**config.mk**
```make
export PLATFORM = sky130hd
export DESIGN_NAME = ide_io_decoder
export DESIGN_NICKNAME = d
export VERILOG_FILES = /design/src/rtl/ide_dec_pkg.sv /design/src/rtl/ide_chan_decode.sv /design/src/rtl/ide_bm_decode.sv /design/src/rtl/ide_sel_prio.sv /design/src/rtl/ide_io_decoder.sv
export SDC_FILE = /design/constraint.sdc
export NUM_CORES = 1
export LEC_CHECK = 0
export BUFFER_PORTS_ARGS = -buffer_cell sky130_fd_sc_hd__buf_4
export CORE_MARGIN = 2
export CORE_UTILIZATION = 30
export DETAILED_ROUTE_END_ITERATION = 10
export HOLD_SLACK_MARGIN = 0.06
export SYNTH_ARGS = -nofsm -noshare
export SYNTH_HDL_FRONTEND = slang
export SYNTH_SLANG_ARGS = --single-unit
```
**constraint.sdc**
```tcl
create_clock -name clk -period 2.15 [get_ports clk]
set_clock_uncertainty 0.2 [all_clocks]
set_input_delay 0 -clock clk [delete_from_list [all_inputs] [get_ports clk]]
set_output_delay 0 -clock clk [all_outputs]
set_load 0.05 [all_outputs]
```
**src/rtl/ide_dec_pkg.sv**
```systemverilog
package ide_dec_pkg;
   localparam int NUM_CH  = 2;
   localparam int NUM_WIN = 6;

   // Window order is also the priority order (lowest index wins).
   typedef enum logic [2:0] {
      W_PRI_CMD = 3'd0,
      W_PRI_CTL = 3'd1,
      W_SEC_CMD = 3'd2,
      W_SEC_CTL = 3'd3,
      W_BM0     = 3'd4,
      W_BM1     = 3'd5
   } win_e;

   function automatic logic [15:0] legacy_cmd(input int ch);
      return (ch == 0) ? 16'h01F0 : 16'h0170;
   endfunction

   function automatic logic [15:0] legacy_ctl(input int ch);
      return (ch == 0) ? 16'h03F6 : 16'h0376;
   endfunction
endpackage

```
**src/rtl/ide_chan_decode.sv**
```systemverilog
module ide_chan_decode #(
   parameter int          ADDR_W  = 16,
   parameter logic [15:0] LEG_CMD = 16'h01F0,
   parameter logic [15:0] LEG_CTL = 16'h03F6
) (
   input  logic [ADDR_W-1:0] addr,
   input  logic              enable,
   input  logic              native,
   input  logic [ADDR_W-1:0] cmd_bar,
   input  logic [ADDR_W-1:0] ctl_bar,
   output logic              cmd_hit,
   output logic              ctl_hit
);
   localparam int CMD_LSB = 3;
   localparam int CTL_LSB = 2;

   if (ADDR_W < 10) begin : g_bad_width
      $error("ide_chan_decode: ADDR_W must cover the legacy control address");
   end
   if (LEG_CMD[CMD_LSB-1:0] != '0) begin : g_bad_leg
      $error("ide_chan_decode: legacy command base must be 8-byte aligned");
   end

   logic [ADDR_W-1:0] cmd_base;
   logic [ADDR_W-1:0] ctl_addr;

   always_comb begin
      if (native) begin
         cmd_base = {cmd_bar[ADDR_W-1:CMD_LSB], {CMD_LSB{1'b0}}};
         ctl_addr = {ctl_bar[ADDR_W-1:CTL_LSB], {CTL_LSB{1'b0}}} + ADDR_W'(2);
      end else begin
         cmd_base = ADDR_W'(LEG_CMD);
         ctl_addr = ADDR_W'(LEG_CTL);
      end
      cmd_hit = enable && (addr[ADDR_W-1:CMD_LSB] == cmd_base[ADDR_W-1:CMD_LSB]);
      ctl_hit = enable && (addr == ctl_addr);
   end
endmodule

```
**src/rtl/ide_bm_decode.sv**
```systemverilog
module ide_bm_decode #(
   parameter int ADDR_W = 16,
   parameter int NCH    = 2
) (
   input  logic [ADDR_W-1:0] addr,
   input  logic [NCH-1:0]    ch_en,
   input  logic [ADDR_W-1:0] bm_bar,
   output logic [NCH-1:0]    hit
);
   localparam int WIN_LSB  = 3;
   localparam int SEL_W    = (NCH > 1) ? $clog2(NCH) : 1;
   localparam int BASE_LSB = WIN_LSB + SEL_W;

   if (NCH != 2) begin : g_bad_nch
      $error("ide_bm_decode: two 8-byte windows are expected");
   end

   logic base_match;
   assign base_match = (addr[ADDR_W-1:BASE_LSB] == bm_bar[ADDR_W-1:BASE_LSB]);

   for (genvar k = 0; k < NCH; k++) begin : g_win
      assign hit[k] = ch_en[k] && base_match &&
                      (addr[BASE_LSB-1:WIN_LSB] == SEL_W'(k));
   end
endmodule

```
**src/rtl/ide_sel_prio.sv**
```systemverilog
module ide_sel_prio #(
   parameter int N = 6
) (
   input  logic [N-1:0] req,
   output logic [N-1:0] grant
);
   always_comb begin
      logic taken;
      taken = 1'b0;
      grant = '0;
      for (int i = 0; i < N; i++) begin
         if (req[i] && !taken) begin
            grant[i] = 1'b1;
            taken    = 1'b1;
         end
      end
   end
endmodule

```
**src/rtl/ide_io_decoder.sv**
```systemverilog
module ide_io_decoder
   import ide_dec_pkg::*;
#(
   parameter int ADDR_W = 16
) (
   input  logic              clk,
   input  logic              rst_n,
   input  logic              io_space_en,
   input  logic [7:0]        prog_if,
   input  logic              native_unlock,
   input  logic              sec_chan_en,
   input  logic              single_chan,
   input  logic [ADDR_W-1:0] pri_cmd_bar,
   input  logic [ADDR_W-1:0] pri_ctl_bar,
   input  logic [ADDR_W-1:0] sec_cmd_bar,
   input  logic [ADDR_W-1:0] sec_ctl_bar,
   input  logic [ADDR_W-1:0] bm_bar,
   input  logic [ADDR_W-1:0] io_addr,
   input  logic              io_vld,
   output logic              pri_cmd_sel,
   output logic              pri_ctl_sel,
   output logic              sec_cmd_sel,
   output logic              sec_ctl_sel,
   output logic              bm0_sel,
   output logic              bm1_sel,
   output logic [2:0]        reg_idx,
   output logic              pri_irq_native,
   output logic              sec_irq_native
);
   localparam int IDX_W = 3;

   if (ADDR_W < 10 || ADDR_W > 32) begin : g_bad_addr
      $error("ide_io_decoder: ADDR_W out of range");
   end

   // Per-channel mode and enable
   logic [NUM_CH-1:0] ch_native;
   logic [NUM_CH-1:0] ch_en;
   logic [NUM_CH-1:0] cmd_hit;
   logic [NUM_CH-1:0] ctl_hit;
   logic [NUM_CH-1:0] bm_en;
   logic [NUM_CH-1:0] bm_hit;
   logic [ADDR_W-1:0] cmd_bar [NUM_CH];
   logic [ADDR_W-1:0] ctl_bar [NUM_CH];

   assign ch_native[0] = prog_if[0] & native_unlock;
   assign ch_native[1] = prog_if[2] & native_unlock;
   assign ch_en[0]     = io_vld & io_space_en;
   assign ch_en[1]     = io_vld & io_space_en & sec_chan_en & ~single_chan;
   assign bm_en[0]     = io_vld & io_space_en;
   assign bm_en[1]     = io_vld & io_space_en & ~single_chan;
   assign cmd_bar[0]   = pri_cmd_bar;
   assign cmd_bar[1]   = sec_cmd_bar;
   assign ctl_bar[0]   = pri_ctl_bar;
   assign ctl_bar[1]   = sec_ctl_bar;

   for (genvar c = 0; c < NUM_CH; c++) begin : g_ch
      ide_chan_decode #(
         .ADDR_W  (ADDR_W),
         .LEG_CMD (legacy_cmd(c)),
         .LEG_CTL (legacy_ctl(c))
      ) u_chan (
         .addr    (io_addr),
         .enable  (ch_en[c]),
         .native  (ch_native[c]),
         .cmd_bar (cmd_bar[c]),
         .ctl_bar (ctl_bar[c]),
         .cmd_hit (cmd_hit[c]),
         .ctl_hit (ctl_hit[c])
      );
   end

   ide_bm_decode #(
      .ADDR_W (ADDR_W),
      .NCH    (NUM_CH)
   ) u_bm (
      .addr   (io_addr),
      .ch_en  (bm_en),
      .bm_bar (bm_bar),
      .hit    (bm_hit)
   );

   // Requests in priority order
   logic [NUM_WIN-1:0] req;
   logic [NUM_WIN-1:0] grant;
   assign req = {bm_hit[1], bm_hit[0], ctl_hit[1], cmd_hit[1], ctl_hit[0], cmd_hit[0]};

   ide_sel_prio #(.N(NUM_WIN)) u_prio (
      .req   (req),
      .grant (grant)
   );

   logic [IDX_W-1:0] idx_nxt;
   always_comb begin
      if (grant[W_PRI_CMD] | grant[W_SEC_CMD] | grant[W_BM0] | grant[W_BM1])
         idx_nxt = io_addr[IDX_W-1:0];
      else
         idx_nxt = '0;
   end

   logic [NUM_WIN-1:0] sel_q;
   logic [IDX_W-1:0]   idx_q;
   always_ff @(posedge clk) begin
      if (!rst_n) begin
         sel_q <= '0;
         idx_q <= '0;
      end else begin
         sel_q <= grant;
         idx_q <= idx_nxt;
      end
   end

   assign pri_cmd_sel    = sel_q[W_PRI_CMD];
   assign pri_ctl_sel    = sel_q[W_PRI_CTL];
   assign sec_cmd_sel    = sel_q[W_SEC_CMD];
   assign sec_ctl_sel    = sel_q[W_SEC_CTL];
   assign bm0_sel        = sel_q[W_BM0];
   assign bm1_sel        = sel_q[W_BM1];
   assign reg_idx        = idx_q;
   assign pri_irq_native = ch_native[0];
   assign sec_irq_native = ch_native[1] & ~single_chan;

   // Checks next to the logic they guard
   p_onehot_r8: assert property (@(posedge clk) disable iff (!rst_n)
      $onehot0({pri_cmd_sel, pri_ctl_sel, sec_cmd_sel, sec_ctl_sel, bm0_sel, bm1_sel}));

   p_idle_r10: assert property (@(posedge clk) disable iff (!rst_n)
      !io_vld |=> !(pri_cmd_sel | pri_ctl_sel | sec_cmd_sel | sec_ctl_sel | bm0_sel | bm1_sel));

   p_ioen_r5: assert property (@(posedge clk) disable iff (!rst_n)
      !io_space_en |=> !(pri_cmd_sel | pri_ctl_sel | sec_cmd_sel | sec_ctl_sel | bm0_sel | bm1_sel));

   p_single_r6: assert property (@(posedge clk) disable iff (!rst_n)
      single_chan |=> !(sec_cmd_sel | sec_ctl_sel | bm1_sel));

   p_ctlidx_r9: assert property (@(posedge clk) disable iff (!rst_n)
      (pri_ctl_sel | sec_ctl_sel) |-> (reg_idx == '0));

   p_pri_beats_bm_r8: assert property (@(posedge clk) disable iff (!rst_n)
      (io_vld && io_space_en && cmd_hit[0]) |=> (pri_cmd_sel && !bm0_sel && !bm1_sel));
endmodule

```
* Word-level counts from Yosys, hierarchy flattened
Cells that the tools add are included.
** Storage, ports and cells
- Flip-flop bits (word level) :: 9
- Output and inout port bits :: 11
** Cells by class
- $add $sub $neg :: 2
- Eq/ne operators :: 5
- Multiplexer cells :: 14
- Bitwise gates (word level) :: 12
- Reductions and logical operators :: 19
** Operators with widths (number)
- 16-bit two-way mux :: 4
- 16-bit by 2-bit adder with 16-bit output, second input constant :: 2
- 16-bit == test :: 2
- 13-bit == test :: 2
- 1-bit logical AND :: 13
- 12-bit == test :: 1
- 1-bit two-way mux :: 10
- 1-bit AND :: 7
- 1-bit zero test :: 5
- 1-bit bitwise OR :: 3
- 1-bit NOT :: 2
- 2-bit AND reduction :: 1

* Longest topological paths before layout
Gate-level depths: netlist of run 1.
- Word-level depth :: 22
- Depth in mapped cells :: 9
- Gate-level depth less buffers :: 8

* Cells and area by module
From an unflattened synthesis of run 1, not the netlist that was laid out.
** Second synthesis, totals
- Cells, all modules :: 223
- Area, all modules :: 1592.8 um2
** By module, submodules not included
- ide_chan_decode (g_ch[1].u_chan) :: times used 1, cells an instance 87, area an instance 563.0 um2, sequential area each 0.0 um2
- ide_chan_decode (g_ch[0].u_chan) :: times used 1, cells an instance 84, area an instance 539.3 um2, sequential area each 0.0 um2
- ide_io_decoder :: times used 1, cells an instance 26, area an instance 286.5 um2, sequential area each 180.2 um2
- ide_bm_decode :: times used 1, cells an instance 19, area an instance 146.4 um2, sequential area each 0.0 um2
- ide_sel_prio :: times used 1, cells an instance 7, area an instance 57.6 um2, sequential area each 0.0 um2

* Worst setup path before layout of run 1
No wires, ideal clock.
- Path kind :: input to register
- Start point :: input port io_addr[15]
- End point :: register idx_q[2], in the netlist reg_idx[2]
- Setup time :: 0.070 ns
- Data arrival time :: 1.471 ns
- Slack :: 0.409 ns
- Cell stages on the path :: 7
- Path buffers :: 1
- Path through :: buf_6 -> or2_1 -> a2111oi_2 -> nor2_1 -> nor4_4 -> o2111ai_2 -> a21oi_1
** On the way
- Word-level cells in the longest chain between the ends :: 20
- Elaborated cells on any way between the ends :: 35
** RTL lines
- from (decl) :: line ide_io_decoder.sv:18 : input logic [ADDR_W-1:0] io_addr,
- 13-bit == test :: line ide_chan_decode.sv:35 : cmd_hit = enable && (addr[ADDR_W-1:CMD_LSB] == cmd_base[ADDR_W-1:CMD_LSB]);
- 1-bit logical AND :: line ide_chan_decode.sv:35
- 1-bit two-way mux :: line ide_sel_prio.sv:12 : if (req[i] && !taken) begin
- 1-bit zero test :: line ide_sel_prio.sv:12
- 1-bit logical AND :: line ide_sel_prio.sv:12
- 1-bit two-way mux :: line ide_sel_prio.sv:12
- 1-bit zero test :: line ide_sel_prio.sv:12
- 1-bit logical AND :: line ide_sel_prio.sv:12
- (+4 left out)
- 1-bit zero test :: line ide_sel_prio.sv:12
- 1-bit logical AND :: line ide_sel_prio.sv:12
- 1-bit two-way mux :: line ide_sel_prio.sv:12
- 1-bit zero test :: line ide_sel_prio.sv:12
- 1-bit logical AND :: line ide_sel_prio.sv:12
- 1-bit two-way mux :: line ide_sel_prio.sv:12
- 1-bit bitwise OR (*) :: line ide_io_decoder.sv:95 : if (grant[W_PRI_CMD] | grant[W_SEC_CMD] | grant[W_BM0] | grant[W_BM1])
- 2-bit AND reduction (no line) (*)
- to (signal assigned) :: line ide_io_decoder.sv:109 : idx_q <= idx_nxt;
- to (decl) :: line ide_io_decoder.sv:102 : logic [IDX_W-1:0] idx_q;
Mark *: on every way between the ends. The rest lies on a longest branch, timed or not.
A chain may end at the register's enable or synchronous reset.

* Worst setup path in the final report of run 1
- Start point :: input port io_addr[1]
- End point :: register idx_q[2], in the netlist reg_idx[2]
** On the way
- Word-level cells in the longest chain between the ends :: 18
- Elaborated cells on any way between the ends :: 24
** RTL lines
- 16-bit == test :: line ide_chan_decode.sv:36 : ctl_hit = enable && (addr == ctl_addr);
- 1-bit logical AND :: line ide_chan_decode.sv:36
- 1-bit logical AND :: line ide_sel_prio.sv:12
- 1-bit two-way mux :: line ide_sel_prio.sv:12
- 1-bit zero test :: line ide_sel_prio.sv:12
- 1-bit logical AND :: line ide_sel_prio.sv:12
- 1-bit two-way mux :: line ide_sel_prio.sv:12
- 1-bit zero test :: line ide_sel_prio.sv:12
- (+2 left out)
- 1-bit zero test :: line ide_sel_prio.sv:12
- 1-bit logical AND :: line ide_sel_prio.sv:12
- 1-bit two-way mux :: line ide_sel_prio.sv:12
- 1-bit zero test :: line ide_sel_prio.sv:12
- 1-bit logical AND :: line ide_sel_prio.sv:12
- 1-bit two-way mux :: line ide_sel_prio.sv:12
- 1-bit bitwise OR (*) :: line ide_io_decoder.sv:95
- 2-bit AND reduction (no line) (*)
Marked as above.

==> qor.txt, run 1 <==
setup bufs post-CTS: 0
cell area after synthesis: 1710 um^2
# DRC: 0
vias in the first global route: 2,174
clock buffer depth: 2
final count of hold timing violations: 0
port buffer count: 101
VDD IR-drop max: 311 uV
CTS Root Cell: clkbuf_8
layout cells sized above 1: 34.7%
DR vias: 2,246
synthesized net count: 365
fraction of registers with async set/reset: 0%
# diodes: 0
Worst Path Required: 2.07 ns
initial DRC count: 97
synth top area cells: dfxtp_1 11%, xor2_1 10%, inv_1 5.9%, nor2_1 5.0%, nand2_1 4.4%
post-route ant nets: 0
Tightest Pin Transition: 0.410 ns
register area share after synthesis: 10.5%
syn avg cell area: 6.75 um^2
GR peak layer: met2
Syn Inst Count: 254
area leader, netlist: dfxtp_1
vias per cell: 5.16
Max Cap Viol: 0
EDFF count, synth: 0
Yosys reg bits: 9
status: finished clean
# IOs: 122
Total Routing Usage GR: 20.1%
crit path kind: input port to flip-flop
Synth top cells by count: 27 x inv_1, 23 x nor2_1, 20 x nand2_1, 20 x xor2_1, 15 x o21ai_0
HP Class: input port to flip-flop
clock-pin slew on the worst setup and hold paths: 0.04 ns
aggregate global routing overflow: 0
die area: 6330 um^2
die height: 79.6 um
# rows: 27
nets@finish: 475
fin crit share: 95.0%
Setup WS pre-CTS: 0.0286 ns
final worst setup slack: 0.108 ns
Initial Util: 31.1%
number of CTS-inserted buffers: 3
Yosys cell types: 51
Total Wirelength: 6360 um
Max Freq: 0.490 GHz
met1 usage: 24.5%
initial antenna violation count: 0
first-pass GRT wire length: 10,000 um
Slew Limit Fails: 0
warnings from Yosys: 0
Placeable Area: 5510 um^2
H-tree lvl count: 1
CTS tree: built
Layout area overhead: 56.6%
grt met3 use: 2.60%
power density cells: 292 nW/um^2
Top FF cell, synth: dfxtp_1
setup violators final: 0
post-synth top area share: 10.5%
Leak Pwr: 1.22 nW
CP Launch Type: input port
RSZ-0062 raised after global routing: no
CTS Sinks: 9
Worst Setup End Kind: flip-flop
crit path max fanout: 3
largest net degree at the start of global routing: 15
WP data arrival: 1.96 ns
Setup Total Neg Slack: 0 ns
1st-pass router iterations: 4
post-route minimum period: 2.04 ns
Slew HR: 72.0%
per-cell routed wire length: 14.6 um
Detailed Place HPWL: 5340 um
cell with the most instances after synthesis: inv_1
Routability Congestion: 0.873
met2 usage: 35.4%
Die Wd: 79.6 um
[flip-flops by register name (all words and copies together), names as in the netlist]
signal   cells
reg_idx      3
sel_q        6
[metal layers]
metal	wire length [um]	vias to the layer above
li1	-	1154
met2	3090	83
met4	173	0
met3	420	16
met1	2680	993
met5	0	-
[per-stage QoR]
stage                     util, %  hold WS [ns]  total power [mW]  cells  cell area (um^2)
final                        48.8        0.0641             0.783    435              2690
after floorplan                 -       -0.0862             0.371    254              1710
after CTS                    48.7        0.0889             0.784    436              2680
after global routing         48.8         0.137             0.835    435              2690
after detailed placement     46.2        0.0557             0.576    423              2540
after global placement       46.2        0.0614             0.572    423              2540
[timing repair]
| action | CTS | global route |
|---|---|---|
| hold buffers | 9 | 0 |
| endpoints found under the hold margin | 9 | 0 |
| gates resized for setup | 0 | 3 |
| endpoints found under the setup margin | 0 | 3 |
[critical path, stage by stage]
cell and delay, ns:
dlygate4sd3_1 0.53, buf_4 0.10, nand4b_1 0.14, a2111oi_0 0.43, o2111a_1 0.30, a31oi_2 0.12, o2111ai_2 0.25, a21oi_1 0.10
[placed cells by master (no fill, tap or decap), types with 9 or more instances in the layout]
master / count
nor2_1: 23
xor2_1: 20
o21ai_0: 15
a21oi_1: 11
nand2_1: 19
nand4_1: 11
nor4_1: 9
inv_1: 27
buf_4: 115
dfxtp_1: 9
[final timing paths]
kind                       startpoint                     to  slack [ns]  depth (start not counted)
worst min-delay path  sec_ctl_bar[15]    sel_q[3]$_SDFF_PN0_        0.06                          6
worst max-delay path       io_addr[1]  reg_idx[2]$_SDFF_PN0_        0.11                          8
[cell families (layout without fill, tap and decap cells)]
kind of cell | after synthesis | count (layout) | synth area share [%]
and+or+nand+nor | 95 | 95 | 30.3
DFF | 9 | 9 | 10.5
buffers and inverters | 45 | 154 | 13.1
xor gates and xnor gates | 28 | 28 | 14.3
AOI/OAI and AO/OA | 77 | 77 | 31.8
[cell type report]
| cell class | instances | area [um^2] |
|---|---|---|
| well taps | 72 | 90.1 |
| fillers | 569 | 2820 |
| flip-flops and latches | 9 | 180 |
| repair buffers | 123 | 943 |
| clock buffers | 4 | 45.0 |
| multi-input cells | 200 | 1330 |
| inverters | 27 | 101 |
[power breakdown]
part | leakage [nW] | internal, mW | switching (mW)
Clock | 0.0228 | 0.129 | 0.0662
Sequential | 0.0724 | 0.168 | 0.00000143
Combinational | 1.13 | 0.219 | 0.201
Note: power is estimated with default switching activity, not from simulation.
==> run 2: changes to the inputs <==
Settings changed: HOLD_SLACK_MARGIN 0.06 to not set.
Clock period 2.15 ns to 2.6 ns, I/O delays scaled along.
==> run 2 against run 1 <==
Against the previous run: worst setup slack improved by 0.027 ns; clock power decreased by 20%; non-clock buffer count decreased by 10; routed wire length decreased by 1.8%; critical path depth increased by 1; count of clock-buffer cells in the layout unchanged; design area decreased by 2.4%; critical path type unchanged.
==> qor.txt, run 2 (same netlist as run 1, synthesis figures left out) <==
number of CTS-inserted buffers: 3
final worst setup slack: 0.135 ns
# rows: 27
setup violators final: 0
power density cells: 241 nW/um^2
Max Freq: 0.406 GHz
status: finished clean
nets@finish: 465
# diodes: 0
RSZ-0062 raised after global routing: no
VDD IR-drop max: 186 uV
CP Capture Point: reg_idx[1]$_SDFF_PN0_
CP Launch Type: input port
Setup Total Neg Slack: 0 ns
clock buffer depth: 2
post-route ant nets: 0
HP Class: input port to flip-flop
CTS Root Cell: clkbuf_8
Initial Util: 31.1%
Tightest Pin Transition: 0.430 ns
initial antenna violation count: 0
per-cell routed wire length: 14.7 um
Detailed Place HPWL: 5110 um
Max Cap Viol: 0
worst setup path startpoint: io_addr[1]
Worst Setup End Kind: flip-flop
Slew HR: 71.1%
Setup WS pre-CTS: 0.444 ns
Worst Path Required: 2.51 ns
WP data arrival: 2.38 ns
CTS Sinks: 9
# DRC: 0
die area: 6330 um^2
Biggest register: sel_q
DR vias: 2,222
Layout area overhead: 52.8%
Slew Limit Fails: 0
Routability Congestion: 0.832
Total Wirelength: 6250 um
first-pass GRT wire length: 10,200 um
fin crit share: 94.8%
final count of hold timing violations: 0
Placeable Area: 5510 um^2
vias in the first global route: 2,152
vias per cell: 5.23
H-tree lvl count: 1
largest net degree at the start of global routing: 15
Fillers: 596
commonest non-fill, non-tap cell in the layout: buf_4
crit path max fanout: 2
Leak Pwr: 1.18 nW
clock-pin slew on the worst setup and hold paths: 0.04 ns
initial DRC count: 103
1st-pass router iterations: 4
aggregate global routing overflow: 0
Multi-input gate area: 1340 um^2
# IOs: 122
Total Routing Usage GR: 19.8%
most frequent cells in the layout: 106 x buf_4, 27 x inv_1, 23 x nor2_1
crit path kind: input port to flip-flop
Largest register FFs: 6
CTS tree: built
die height: 79.6 um
port buffer count: 101
Die Wd: 79.6 um
Seq. cell area: 180 um^2
layout cells sized above 1: 33.7%
post-route minimum period: 2.47 ns
==> run 2: changes by cell type in the layout (fill, tap and decap cells not counted), sizes merged <==
cell / delta
buf: -9
dlygate4sd3: -1
==> run 2: how the worst min path moves through the flow <==
| stage | startpoint | slack (ns) | to | depth (start not counted) |
|---|---|---|---|---|
| 6_report | sec_ctl_bar[5] | 0.04 | sel_q[3]$_SDFF_PN0_ | 6 |
| 5_1_grt | pri_ctl_bar[11] | 0.13 | sel_q[1]$_SDFF_PN0_ | 5 |
| 4_1_cts | sec_ctl_bar[5] | 0.04 | sel_q[3]$_SDFF_PN0_ | 6 |
| 3_5_place_dp | io_addr[1] | 0.06 | reg_idx[1]$_SDFF_PN0_ | 2 |
| 3_3_place_gp | io_addr[1] | 0.05 | reg_idx[1]$_SDFF_PN0_ | 2 |
| 2_1_floorplan | rst_n | -0.09 | sel_q[1]$_SDFF_PN0_ | 2 |
==> run 2: report_power, final <==
part           total [mW]  internal, mW  switching [mW]
clock               0.156         0.106          0.0496
combinational       0.336         0.171           0.165
sequential          0.139         0.139      0.00000114
total               0.630         0.416           0.214
==> run 2: critical path, cell delays in order <==
cell and delay [ns]:
dlygate4sd3_1 0.52, buf_4 0.10, nand4b_1 0.15, a2111oi_2 0.35
o2111a_1 0.26, a31oi_1 0.13, o2111ai_2 0.24, a21boi_1 0.08
dlygate4sd3_1 0.55
==> run 2: routing by layer <==
metal | part of all wire, % | vias to the layer above | global-route usage, % | routed length (um)
met1 | 43 | 999 | 25.6 | 2690
met5 | 0 | - | 0 | 0
met3 | 6.7 | 6 | 1.81 | 417
met2 | 50 | 85 | 35.4 | 3100
li1 | - | 1132 | - | -
met4 | 0.58 | 0 | 4.14 | 36
==> run 2: area by class of cell <==
type	instances	area share (%)
multi-input combinational	200	51.1
timing repair buffer	113	33.0
sequential	9	6.88
inverter	27	3.87
tap	72	3.44
clock buffer	4	1.72
==> run 2: timing repair <==
item / 4_1_cts / 5_1_grt
buffers inserted: 0 / 2
hold buffers: 7 / 0
setup endpoints to repair: 0 / 1
endpoints found under the hold margin: 9 / 0
gates resized for setup: 0 / 6
==> run 2: through the flow <==
stage          instance area (um^2)  power [mW]  utilization (%)  instances  hold slack (ns)
2_1_floorplan                  1710       0.307                -        254          -0.0862
3_3_place_gp                   2460       0.461             44.7        412           0.0537
3_5_place_dp                   2460       0.465             44.7        412           0.0553
4_1_cts                        2580       0.632             46.8        423           0.0429
5_1_grt                        2620       0.674             47.6        425            0.131
6_report                       2620       0.630             47.6        425           0.0435
